`config.mk`:
```
export PLATFORM = sky130hd
export DESIGN_NAME = ocp_fault_reporter
export DESIGN_NICKNAME = d
export VERILOG_FILES = /design/src/rtl/ocp_pkg.sv /design/src/rtl/ocp_trig_ctrl.sv /design/src/rtl/ocp_timer_path.sv /design/src/rtl/ocp_fault_reporter.sv
export SDC_FILE = /design/constraint.sdc
export NUM_CORES = 1
export LEC_CHECK = 0
export ABC_AREA = 1
export BUFFER_PORTS_ARGS = -buffer_cell sky130_fd_sc_hd__buf_4
export CAP_MARGIN = 20
export CORE_ASPECT_RATIO = 1.4
export CORE_MARGIN = 5
export CORE_UTILIZATION = 60
export CTS_CLUSTER_SIZE = 12
export DETAILED_ROUTE_END_ITERATION = 12
export PLACE_DENSITY = 0.81
export SLEW_MARGIN = 20
export SYNTH_ARGS = -nofsm -noshare
export SYNTH_HDL_FRONTEND = slang
export SYNTH_SLANG_ARGS = --single-unit
```
`constraint.sdc`:
```
create_clock -name clk -period 3 [get_ports clk]
set_input_delay 0.6 -clock clk [delete_from_list [all_inputs] [get_ports clk]]
set_output_delay 0.6 -clock clk [all_outputs]
set_load 0.1 [all_outputs]
```
`src/rtl/ocp_pkg.sv`:
```
package ocp_pkg;

  localparam int NUM_CH = 2;

  // Strobes handed from the trigger control to the timer datapath.
  typedef struct packed {
    logic [NUM_CH-1:0] load;
    logic              fullMode;
    logic              underVolt;
  } ocpStrobe_t;

endpackage

```
`src/rtl/ocp_trig_ctrl.sv`:
```
module ocp_trig_ctrl
  import ocp_pkg::*;
#(
  parameter int CNT_W = 16
) (
  input  logic             fullMode,
  input  logic             ocA,
  input  logic             ocB,
  input  logic             underVolt,
  input  logic [CNT_W-1:0] offTime,
  output ocpStrobe_t       strobes,
  output logic [CNT_W-1:0] loadVal
);

  localparam logic [CNT_W-1:0] MIN_OFF = CNT_W'(1);

  always_comb begin
    strobes.load[0]   = ocA;
    strobes.load[1]   = ocB;
    strobes.fullMode  = fullMode;
    strobes.underVolt = underVolt;
  end

  // A programmed zero would give no inhibit at all; treat it as one cycle.
  always_comb begin
    if (offTime == '0) loadVal = MIN_OFF;
    else               loadVal = offTime;
  end

endmodule

```
`src/rtl/ocp_timer_path.sv`:
```
module ocp_timer_path
  import ocp_pkg::*;
#(
  parameter int CNT_W = 16
) (
  input  logic              clk,
  input  logic              rstN,
  input  ocpStrobe_t        strobes,
  input  logic [CNT_W-1:0]  loadVal,
  output logic [NUM_CH-1:0] inhibit,
  output logic              faultAN,
  output logic              clFaultBN
);

  logic [NUM_CH-1:0][CNT_W-1:0] cnt;
  logic [NUM_CH-1:0][CNT_W-1:0] cntNext;
  logic [NUM_CH-1:0]            busyNext;

  for (genvar ch = 0; ch < NUM_CH; ch++) begin : g_chan
    always_comb begin
      if (strobes.load[ch])  cntNext[ch] = loadVal;
      else if (cnt[ch] != '0) cntNext[ch] = cnt[ch] - CNT_W'(1);
      else                    cntNext[ch] = '0;
      busyNext[ch] = (cntNext[ch] != '0);
    end

    always_ff @(posedge clk or negedge rstN) begin
      if (!rstN) begin
        cnt[ch]     <= '0;
        inhibit[ch] <= 1'b0;
      end else begin
        cnt[ch]     <= cntNext[ch];
        inhibit[ch] <= busyNext[ch];
      end
    end

    // A trigger always lands the full sampled off-time in the counter.
    assert_restart_full_R3: assert property (@(posedge clk) disable iff (!rstN)
      strobes.load[ch] |=> (cnt[ch] == $past(loadVal) && inhibit[ch]));

    // An idle counter never wraps.
    assert_no_underflow_R1: assert property (@(posedge clk) disable iff (!rstN)
      (cnt[ch] == '0 && !strobes.load[ch]) |=> (cnt[ch] == '0 && !inhibit[ch]));
  end

  logic faNext;
  logic fbNext;

  always_comb begin
    if (strobes.fullMode) begin
      faNext = !(strobes.underVolt || busyNext[0] || busyNext[1]);
      fbNext = !(busyNext[0] || busyNext[1]);
    end else begin
      faNext = !(strobes.underVolt || busyNext[0]);
      fbNext = !(strobes.underVolt || busyNext[1]);
    end
  end

  always_ff @(posedge clk or negedge rstN) begin
    if (!rstN) begin
      faultAN   <= 1'b1;
      clFaultBN <= 1'b1;
    end else begin
      faultAN   <= faNext;
      clFaultBN <= fbNext;
    end
  end

  assert_uv_flags_a_R7: assert property (@(posedge clk) disable iff (!rstN)
    strobes.underVolt |=> !faultAN);

  assert_cl_ignores_uv_R6: assert property (@(posedge clk) disable iff (!rstN)
    (strobes.fullMode && cnt == '0 && strobes.load == '0) |=> clFaultBN);

  assert_auto_clear_R9: assert property (@(posedge clk) disable iff (!rstN)
    (!strobes.underVolt && cnt == '0 && strobes.load == '0) |=> (faultAN && clFaultBN));

  assert_half_isolated_R8: assert property (@(posedge clk) disable iff (!rstN)
    (!strobes.fullMode && !strobes.underVolt && cnt[1] == '0 && !strobes.load[1]) |=> clFaultBN);

endmodule

```
`src/rtl/ocp_fault_reporter.sv`:
```
module ocp_fault_reporter
  import ocp_pkg::*;
#(
  parameter int CNT_W = 16
) (
  input  logic             clk,
  input  logic             rstN,
  input  logic             fullMode,
  input  logic             ocA,
  input  logic             ocB,
  input  logic             underVolt,
  input  logic [CNT_W-1:0] offTime,
  output logic             inhibitA,
  output logic             inhibitB,
  output logic             faultAN,
  output logic             clFaultBN
);

  ocpStrobe_t        strobes;
  logic [CNT_W-1:0]  loadVal;
  logic [NUM_CH-1:0] inhibit;

  ocp_trig_ctrl #(.CNT_W(CNT_W)) i_ctrl (
    .fullMode  (fullMode),
    .ocA       (ocA),
    .ocB       (ocB),
    .underVolt (underVolt),
    .offTime   (offTime),
    .strobes   (strobes),
    .loadVal   (loadVal)
  );

  ocp_timer_path #(.CNT_W(CNT_W)) i_path (
    .clk       (clk),
    .rstN      (rstN),
    .strobes   (strobes),
    .loadVal   (loadVal),
    .inhibit   (inhibit),
    .faultAN   (faultAN),
    .clFaultBN (clFaultBN)
  );

  assign inhibitA = inhibit[0];
  assign inhibitB = inhibit[1];

  assert_reset_state_R10: assert property (@(posedge clk) disable iff (!rstN)
    $rose(rstN) |-> (faultAN && clFaultBN && !inhibitA && !inhibitB));

endmodule

```
==> results of run 1 <==
## power by group
group | total (mW) | internal (mW) | switching [mW]
Combinational | 0.375 | 0.128 | 0.247
Sequential | 0.581 | 0.532 | 0.0490
Clock | 0.384 | 0.210 | 0.174
Total | 1.34 | 0.870 | 0.470
## layout make-up
cell class                 instances  area [um2]  share of cell area
multi-input combinational        329        1530               0.509
clock buffer                       8         100              0.0332
timing repair buffer              25         188              0.0623
sequential                        36         903               0.300
tap                               60        75.1              0.0249
inverter                          55         211              0.0702
## cell usage in the layout, fill, tap and decap left out
cell type	Yosys	final
a21oi_1	3	3
a21oi_2	1	1
buf_4	0	25
clkbuf_1	3	1
clkbuf_8	0	7
clkinv_1	1	1
dfrtp_1	34	34
dfstp_2	2	2
ha_1	3	3
inv_1	49	49
inv_2	4	4
inv_6	1	1
nand2_1	149	149
nand2_2	13	13
nand2_4	1	1
nand2_8	1	1
nand3_1	37	37
nand3_2	3	3
nand3b_1	5	5
nand4_1	4	4
nor2_1	73	73
nor2_2	11	11
nor2_4	5	5
nor3_1	2	2
nor3_2	1	1
nor4_1	1	1
o21a_1	1	1
o21ai_0	6	6
o21ai_1	4	4
o21bai_1	3	3
xor2_1	2	2
## synthesized netlist by cell type
master and number:
nand2_8 1, nor3_1 2, nor3_2 1, a21oi_1 3
o21ai_1 4, nor2_1 73, nand2_4 1, clkbuf_1 3
nand2_2 13, nor4_1 1, inv_6 1, nor2_4 5
nand3_2 3, xor2_1 2, nand3_1 37, inv_2 4
buf_2 1, inv_1 49, nand3b_1 5, nand4_1 4
o21a_1 1, o21bai_1 3, dfstp_2 2, nor2_2 11
dfrtp_1 34, a21oi_2 1, clkinv_1 1, o21ai_0 6
ha_1 3, nand2_1 149
## stage by stage
stage	instances	setup slack, ns	area (um2)	util
final	513	0.975	3010	0.705
after global routing	513	0.740	3010	0.705
after CTS	513	0.973	3010	0.705
after detailed placement	505	0.908	2910	0.681
after global placement	505	0.919	2910	0.681
after floorplan	424	1.24	2670	-
## cell families after synthesis
group / synth area share
AO/OA/AOI/OAI: 0.0390
adder cells (fa/ha/maj): 0.0141
AND/OR/NAND/NOR: 0.516
flip-flops: 0.339
XOR/XNOR: 0.00657
buffers and inverters: 0.0854
## per-layer routing
metal / part of all wire / up-vias
li1: - / 1367
met1: 0.39 / 1185
met2: 0.57 / 49
met3: 0.021 / 16
met4: 0.022 / 0
met5: 0 / -
## registers in the layout, summed over array words and instances (netlist names)
register and flops:
i_path.cnt 32, i_path.inhibit 2, i_path.clFaultBN 1, i_path.faultAN 1
## worst paths after layout
path                                 from  slack, ns               end
max                        i_path.cnt[16]       0.98  i_path.clFaultBN
min                                  rstN       0.26     i_path.cnt[2]
max reg2reg                i_path.cnt[16]       0.98  i_path.clFaultBN
min reg2reg                 i_path.cnt[0]       0.52     i_path.cnt[0]
max in group asynchronous            rstN       2.38    i_path.faultAN
min in group clk                 fullMode       0.45    i_path.faultAN
==> metrics.md, run 1 <==
| Metric | Value |
|---|---|
| Vias/cell | 5.10 |
| Clock Path Buffers | 2 |
| Setup TNS | 0 ns |
| Core footprint | 4270 um2 |
| Final min period | 2.02 ns |
| Max FO, Critical Path | 7 |
| Area contributors post-synth | dfrtp_1 (32%), nand2_1 (21%), nor2_1 (10%) |
| GR Layer Usage met1 | 0.278 |
| Hold slack | 0.262 ns |
| Yosys reg bits | 36 |
| Most frequent CP cell | nand2_1 |
| Critical Path Stages | 14 |
| First-pass GRT wire length | 11,800 um |
| Peak Freq | 0.494 GHz |
| Crit path cell chain | inv_1, ha_1, nand2_2, nor2_2, nand2_1, nand2_1, nand2_1, nand2_1, nand2_1, nor2_1, nand2_1, nor2_1, nand3_1, nor2_2 |
| Slew Limit Fails | 0 |
| Worst reg2reg path depth | 14 |
| Warnings from Yosys | 0 |
| PnR Total Power | 1.34 mW |
| Worst path required time | 3.23 ns |
| Final Net Count | 477 |
| Status | completed |
| HPWL Detailed | 5360 um |
| Delay-heaviest family, CP | simple AND/OR/NAND/NOR gates |
| Layout area overhead | 13.0% |
| DR pass1 iterations | 5 |
| Met2 GRT Util | 0.519 |
| CTS tree | built |
| Largest net degree at the start of global routing | 37 |
| Tightest Hold Check Type | input port to asynchronous set/reset pin |
| Initial Utilization | 0.624 |
| Critical path endpoint category | flop |
| Num rows | 28 |
| Pwr/cell area | 445 nW/um2 |
| Slowest stage cell, crit path | dfrtp_1 |
| Top-area cell type share of the netlist area | 0.319 |
| RSZ-0062 raised after global routing | no |
| Cts bufs inserted | 5 |
| Die width | 66.3 um |
| GP Congestion | 0.897 |
| Worst path buffer plus inverter count | 1 |
| Hold Fails Final Rpt | 0 |
| Die area | 5890 um2 |
| Leak Pwr | 1.58 nW |
| Worst slew pin tran | 0.468 ns |
| Worst vdd ir | 0.313 mV |
| Post-CTS setup buffer count | 0 |
| Arr. time, crit path | 2.26 ns |
| Input/output buffers | 25 |
| Leading area contributor after synthesis | dfrtp_1 |
| Kind of critical path | flop to flop |
| Synth cell types | 30 |
| Critical Path Source Type | flop |
| CTS root buf | clkbuf_8 |
| Clock sink total | 36 |
| Vias in the first global route | 2,629 |
| Mapped Nets | 449 |
| H-Tree Depth | 2 |
| Slew margin rel. | 0.688 |
| Period utilization | 0.675 |
| Vias post-DR | 2,617 |
| Die Y | 88.9 um |
| Initial antenna violation count | 0 |
| Clk_lat worst skew | 0.29 ns |
| Clock transition at the registers of the reported paths | 0.07 ns |
| Slowest stage delay, CP | 0.36 ns |
| GR Layer Usage met3 | 0.0305 |
| Fillers | 380 |
| Final Setup Violations | 0 |
| Hold-fix buffers at CTS | 0 |
| Drt initial violations | 90 |
| GR Overflow Total | 0 |
| Ant. Diodes | 0 |
| Mapped Cells | 424 |
| Final worst clock skew | 0.00380 ns |
| Post-synthesis sequential area ratio | 0.339 |
| Residual DRC count | 0 |
| Ports | 26 |
| GRT Overall Usage | 0.263 |
| Most used routing layer | met2 |
| Max-cap viol count | 0 |
| Proportion of layout cells with a drive suffix above 1 | 0.166 |
| Wire per inst | 13.2 um |
| Avg Inst Size Synth | 6.29 um2 |
| Synthesized area | 2670 um2 |
| Routed Antenna Nets | 0 |
| WL final | 6760 um |
| CTS resizes | 0 |
(Power assumes the default switching activity.)
==> inputs of run 2 (changes only) <==
Clock period 3 ns to 2 ns, I/O delays scaled along.
==> run 2 against run 1 <==
Power rose by 63%. Final cell count grew 2.1%. Combinational power is 75% higher. Routed wire length rose by 7.1%. Largest cell class unchanged. Largest power group unchanged.
==> metrics.md, run 2 (synthesis results as in run 1) <==
| Metric | Value |
|---|---|
| GRT Overall Usage | 0.260 (was 0.263) |
| Max reg flops | 32 (unchanged) |
| Worst path buffer plus inverter count | 0 (was 1) |
| Routed Antenna Nets | 0 (unchanged) |
| GR Overflow Total | 0 (unchanged) |
| Initial Utilization | 0.624 (unchanged) |
| Input/output buffers | 25 (unchanged) |
| Final worst slack | 0.0701 ns (was 0.975 ns) |
| WL final | 7240 um (was 6760 um) |
| Cts bufs inserted | 5 (unchanged) |
| Num rows | 28 (unchanged) |
| Final Net Count | 488 (was 477) |
| Clock sink total | 36 (unchanged) |
| Critical path endpoint category | flop (unchanged) |
| Max FO, Critical Path | 10 (was 7) |
| Most frequent CP cell | nor2_1 (was nand2_1) |
| R2R Path End | i_path.faultAN (was i_path.clFaultBN) |
| Regs by FF count | i_path.cnt x32, i_path.inhibit x2 (unchanged) |
| CTS tree | built (unchanged) |
| Vias in the first global route | 2,685 (was 2,629) |
| Pwr/cell area | 673 nW/um2 (was 445 nW/um2) |
| Wire per inst | 13.8 um (was 13.2 um) |
| Slew margin rel. | 0.686 (was 0.688) |
| PnR Total Power | 2.18 mW (was 1.34 mW) |
| Final worst clock skew | 0.00763 ns (was 0.00380 ns) |
| Ports | 26 (unchanged) |
| Die area | 5890 um2 (unchanged) |
| RR Startpoint | i_path.cnt[5] (was i_path.cnt[16]) |
| Residual DRC count | 0 (unchanged) |
| Max-cap viol count | 0 (unchanged) |
| HPWL Detailed | 5570 um (was 5360 um) |
| Commonest non-fill, non-tap cell in the layout | nand2_1 (unchanged) |
| Reg with most FFs | i_path.cnt (unchanged) |
| Ant. Diodes | 0 (unchanged) |
| Final min period | 1.93 ns (was 2.02 ns) |
| Vias/cell | 5.30 (was 5.10) |
| Slowest stage cell, crit path | dfrtp_1 (unchanged) |
| Worst vdd ir | 0.494 mV (was 0.313 mV) |
| Period utilization | 0.965 (was 0.675) |
| Vias post-DR | 2,777 (was 2,617) |
| Peak Freq | 0.518 GHz (was 0.494 GHz) |
| Fillers | 357 (was 380) |
| Kind of critical path | flop to flop (unchanged) |
| Initial antenna violation count | 0 (unchanged) |
| Critical Path Source Type | flop (unchanged) |
| Clock Path Buffers | 2 (unchanged) |
| Drt initial violations | 117 (was 90) |
| Core footprint | 4270 um2 (unchanged) |
| Crit path cell chain | nor2_1, nand2_1, nor2_4, nand2_4, nand2_8, o21ai_0, nor2_1, nand2_1, nor2_1, nand3_1, a21oi_2 (was inv_1, ha_1, nand2_2, nor2_2, nand2_1, nand2_1, nand2_1, nand2_1, nand2_1, nor2_1, nand2_1, nor2_1, nand3_1, nor2_2) |
| Die width | 66.3 um (unchanged) |
| CTS root buf | clkbuf_8 (unchanged) |
| Status | completed (unchanged) |
| Tightest Hold Check Type | input port to asynchronous set/reset pin (unchanged) |
| Delay-heaviest family, CP | simple AND/OR/NAND/NOR gates (unchanged) |
| Most frequent cells in the layout | nand2_1 (145), nor2_1 (63), inv_1 (45) (was nand2_1 (149), nor2_1 (73), inv_1 (49)) |
| Worst slew pin tran | 0.471 ns (was 0.468 ns) |
| Slew Limit Fails | 0 (unchanged) |
| DR pass1 iterations | 4 (was 5) |
| Clock transition at the registers of the reported paths | 0.08 ns (was 0.07 ns) |
| Worst R2R Setup Slack | 0.07 ns (was 0.98 ns) |
| Arr. time, crit path | 2.16 ns (was 2.26 ns) |
| Slowest stage delay, CP | 0.41 ns (was 0.36 ns) |
| Largest net degree at the start of global routing | 37 (unchanged) |
| First-pass GRT wire length | 11,700 um (was 11,800 um) |
| Post-layout util | 0.759 (was 0.705) |
| Non-Filler Instances | 524 (was 513) |
| Layout area overhead | 21.7% (was 13.0%) |
| GP Congestion | 0.951 (was 0.897) |
| Leak Pwr | 1.66 nW (was 1.58 nW) |
| Clk_lat worst skew | 0.29 ns (about the same) |
| Worst slack, placed | -0.0253 ns (was 0.908 ns) |
| Die Y | 88.9 um (unchanged) |
| Worst path required time | 2.23 ns (was 3.23 ns) |
| Setup TNS | 0 ns (unchanged) |
| Final Setup Violations | 0 (unchanged) |
| Proportion of layout cells with a drive suffix above 1 | 0.241 (was 0.166) |
| Worst reg2reg path depth | 11 (was 14) |
| Hold Fails Final Rpt | 0 (unchanged) |
| Placed cell count | 510 (was 505) |
| H-Tree Depth | 2 (unchanged) |
-- run 2: cell types whose count changed in the layout (fill, tap and decap cells not counted), moves of 4 or more --
cell | before | now
buf_4 | 25 | 35
nor2_1 | 73 | 63
nor2_2 | 11 | 16
nor2_4 | 5 | 10
inv_1 | 49 | 45
nand2_1 | 149 | 145
-- run 2: layer usage --
layer,GRT usage,up-vias,routed length (um)
met2,0.525,68,4110
met4,0.0887,0,291
li1,-,1387,-
met1,0.267,1295,2620
met3,0.0330,27,216
met5,0,-,0
-- run 2: through the flow --
step           cell area, um2  hold WS (ns)
2_1_floorplan            2670         0.104
3_3_place_gp             2950         0.383
3_5_place_dp             2950         0.387
4_1_cts                  3070        0.0802
5_1_grt                  3240        0.0879
6_report                 3240        0.0653
-- run 2: worst max path at each step --
stage	slack, ns	startpoint	depth (start not counted)	endpoint
after floorplan	0.26	i_path.cnt[0]	14	i_path.clFaultBN
after global placement	0.02	i_path.cnt[16]	12	i_path.faultAN
after detailed placement	-0.03	i_path.cnt[16]	12	i_path.clFaultBN
after CTS	0.03	i_path.cnt[0]	14	i_path.clFaultBN
after global routing	-0.09	i_path.cnt[5]	13	i_path.faultAN
final	0.07	i_path.cnt[5]	11	i_path.faultAN
-- run 2: repair_timing --
| action | in CTS | in global routing |
|---|---|---|
| hold buffers | 0 | 0 |
| pin swaps | 0 | 9 |
| gates resized for setup | 3 | 36 |
| buffers inserted | 0 | 6 |
| setup endpoints to repair | 2 | 4 |
-- run 2: layout make-up --
cell class | instances | area, um2 | area share
clock inverters | 3 | 42.5 | 0.0131
well taps | 60 | 75.1 | 0.0231
clock buffers | 5 | 68.8 | 0.0212
flip-flops and latches | 36 | 905 | 0.279
repair buffers | 36 | 274 | 0.0845
inverters | 55 | 216 | 0.0667
multi-input cells | 329 | 1660 | 0.512
-- run 2: power by group --
group          internal, mW  total [mW]  switching, mW
Clock                 0.369       0.642          0.273
Sequential            0.799       0.885         0.0862
Combinational         0.241       0.655          0.414
Total                  1.41        2.18          0.773
==> inputs of run 3 (changes only) <==
Clock period 2 ns to 2.09 ns, I/O delays scaled along.
==> run 3 against run 2 <==
Routed wire length decreased by 3.1%. Critical path type unchanged. Sequential share of layout area increased by 1.3 points. Setup slack improved by 0.048 ns. Non-clock buffer count decreased by 6. Register-to-register slack improved by 0.05 ns. Power decreased by 13%. Sequential power decreased by 5.0%.
==> metrics.md, run 3 (synthesis results as in run 1) <==
| Metric | Value |
|---|---|
| Status | completed (unchanged) |
| Clock transition at the registers of the reported paths | 0.08 ns (about the same) |
| Clock sink total | 36 (unchanged) |
| Die width | 66.3 um (unchanged) |
| Leak Pwr | 1.60 nW (was 1.66 nW) |
| Largest net degree at the start of global routing | 37 (unchanged) |
| Clock Path Buffers | 2 (unchanged) |
| Input/output buffers | 25 (unchanged) |
| Max FO, Critical Path | 5 (was 10) |
| Core footprint | 4270 um2 (unchanged) |
| Ant. Diodes | 0 (unchanged) |
| Final worst clock skew | 0.00864 ns (was 0.00763 ns) |
| Vias in the first global route | 2,704 (was 2,685) |
| Post-layout util | 0.724 (was 0.759) |
| Drt initial violations | 155 (was 117) |
| GRT Overall Usage | 0.261 (was 0.260) |
| Tightest Hold Check Type | input port to asynchronous set/reset pin (unchanged) |
| Vias post-DR | 2,698 (was 2,777) |
| Critical Path Source Type | flop (unchanged) |
| Critical Path Stages | 12 (was 11) |
| Design area | 3090 um2 (was 3240 um2) |
| Critical path endpoint category | flop (unchanged) |
| Vias/cell | 5.21 (was 5.30) |
| Worst path buffer plus inverter count | 1 (was 0) |
| Regs by FF count | i_path.cnt x32, i_path.inhibit x2 (unchanged) |
| Kind of critical path | flop to flop (unchanged) |
| Part of the power in registers | 0.443 (was 0.406) |
| First-pass GRT wire length | 11,700 um (unchanged) |
| Arr. time, crit path | 2.20 ns (was 2.16 ns) |
| PnR Total Power | 1.90 mW (was 2.18 mW) |
| Power share of the clock group | 0.256 (was 0.294) |
| Reg with most FFs | i_path.cnt (unchanged) |
| Ports | 26 (unchanged) |
| CTS tree | built (unchanged) |
| Delay-heaviest family, CP | simple AND/OR/NAND/NOR gates (unchanged) |
| CTS root buf | clkbuf_8 (unchanged) |
| Most frequent CP cell | nand2_1 (was nor2_1) |
| Peak Freq | 0.507 GHz (was 0.518 GHz) |
| Initial antenna violation count | 0 (unchanged) |
| Slowest stage delay, CP | 0.42 ns (was 0.41 ns) |
| P_sw | 0.699 mW (was 0.773 mW) |
| Hold-fix buffers at CTS | 0 (unchanged) |
| Residual DRC count | 0 (unchanged) |
| Slew margin rel. | 0.686 (about the same) |
| Final min period | 1.97 ns (was 1.93 ns) |
| Layout area overhead | 16.1% (was 21.7%) |
| Cts bufs inserted | 5 (unchanged) |
| GR Overflow Total | 0 (unchanged) |
| Max-cap viol count | 0 (unchanged) |
| Placement Cell Area | 2930 um2 (was 2950 um2) |
| Most frequent cells in the layout | nand2_1 (148), nor2_1 (64), inv_1 (45) (was nand2_1 (145), nor2_1 (63), inv_1 (45)) |
| Worst slew pin tran | 0.471 ns (about the same) |
| Routed Antenna Nets | 0 (unchanged) |
| Final Net Count | 482 (was 488) |
| Max reg flops | 32 (unchanged) |
| Worst vdd ir | 0.493 mV (was 0.494 mV) |
| GP Congestion | 0.865 (was 0.951) |
| Slowest stage cell, crit path | dfrtp_1 (unchanged) |
| Clk_lat worst skew | 0.29 ns (about the same) |
| Fillers | 394 (was 357) |
| Hold Fails Final Rpt | 0 (unchanged) |
| Pwr/cell area | 614 nW/um2 (was 673 nW/um2) |
| Pint | 1.20 mW (was 1.41 mW) |
| Crit path cell chain | nor2_1, nand2_1, nor2_4, buf_4, nand3_1, nand2_1, o21ai_1, nor2_1, nand2_1, nor2_2, nand3_1, nor2_2 (was nor2_1, nand2_1, nor2_4, nand2_4, nand2_8, o21ai_0, nor2_1, nand2_1, nor2_1, nand3_1, a21oi_2) |
| Slew Limit Fails | 0 (unchanged) |
| Initial Utilization | 0.624 (unchanged) |
| HPWL Detailed | 5440 um (was 5570 um) |
| Die Y | 88.9 um (unchanged) |
| Setup TNS | 0 ns (unchanged) |
| Combinational fraction of design power | 0.301 (was 0.300) |
| Commonest non-fill, non-tap cell in the layout | nand2_1 (unchanged) |
| Num rows | 28 (unchanged) |
| Worst reg2reg path depth | 12 (was 11) |
| Period utilization | 0.944 (was 0.965) |
| Sw Share | 0.368 (was 0.354) |
| Die area | 5890 um2 (unchanged) |
| Wire per inst | 13.5 um (was 13.8 um) |
| Final Setup Violations | 0 (unchanged) |
| DR pass1 iterations | 4 (unchanged) |
| Worst path required time | 2.32 ns (was 2.23 ns) |
| Hold slack | 0.0757 ns (was 0.0653 ns) |
| H-Tree Depth | 2 (unchanged) |
| Proportion of layout cells with a drive suffix above 1 | 0.210 (was 0.241) |
| WL final | 7020 um (was 7240 um) |
-- run 3: cell types whose count changed in the layout (fill, tap and decap cells not counted), sizes merged --
cell / delta
clkinvlp: -1
clkbuf: +2
bufinv: -1
buf: -6
-- run 3: power groups by stage --
stage / logic [mW] / registers, mW / clock network (mW)
3_3_place_gp: 0.526 / 0.843 / 0
5_1_grt: 0.649 / 0.850 / 0.525
6_report: 0.572 / 0.841 / 0.487
4_1_cts: 0.540 / 0.832 / 0.494
2_1_floorplan: 0.386 / 0.830 / 0
3_5_place_dp: 0.535 / 0.845 / 0
-- run 3: what timing repair did --
action	in CTS	in global routing
setup endpoints to repair	0	4
setup buffers	0	3
gates resized for setup	0	21
-- run 3: worst paths after layout --
kind | startpoint | end | slack [ns]
max | i_path.cnt[20] | i_path.clFaultBN | 0.12
min | rstN | i_path.cnt[8] | 0.08
max reg2reg | i_path.cnt[20] | i_path.clFaultBN | 0.12
min reg2reg | i_path.cnt[0] | i_path.cnt[0] | 0.56
max in group asynchronous | rstN | i_path.faultAN | 1.65
min in group clk | fullMode | i_path.faultAN | 0.28
-- run 3: worst register-to-register path: cells and delay by family (launching register included) --
kind | cells | cell delay (ns)
compound gates | 1 | 0.09
buf+inv | 1 | 0.14
flops | 1 | 0.42
simple gates | 10 | 1.25
-- run 3: cell type report --
type	instances	area, um2	share of cell area
multi-input cells	329	1600	0.516
clock buffers	7	76.3	0.0247
inverters	55	211	0.0684
well taps	60	75.1	0.0243
clock inverters	1	5.00	0.00162
flip-flops and latches	36	903	0.292
repair buffers	30	225	0.0728
-- run 3: per-layer routing --
| metal | vias up | wire length (um) | track usage |
|---|---|---|---|
| li1 | 1371 | - | - |
| met1 | 1249 | 2660 | 0.271 |
| met2 | 55 | 3950 | 0.507 |
| met3 | 23 | 193 | 0.0305 |
| met4 | 0 | 211 | 0.124 |
| met5 | - | 0 | 0 |
-- run 3: stage by stage --
step | setup WS (ns) | instances
floorplan | 0.350 | 424
detailed placement | 0.0436 | 507
global placement | 0.142 | 507
CTS | 0.0116 | 515
finish | 0.118 | 518
global route | -0.0439 | 518
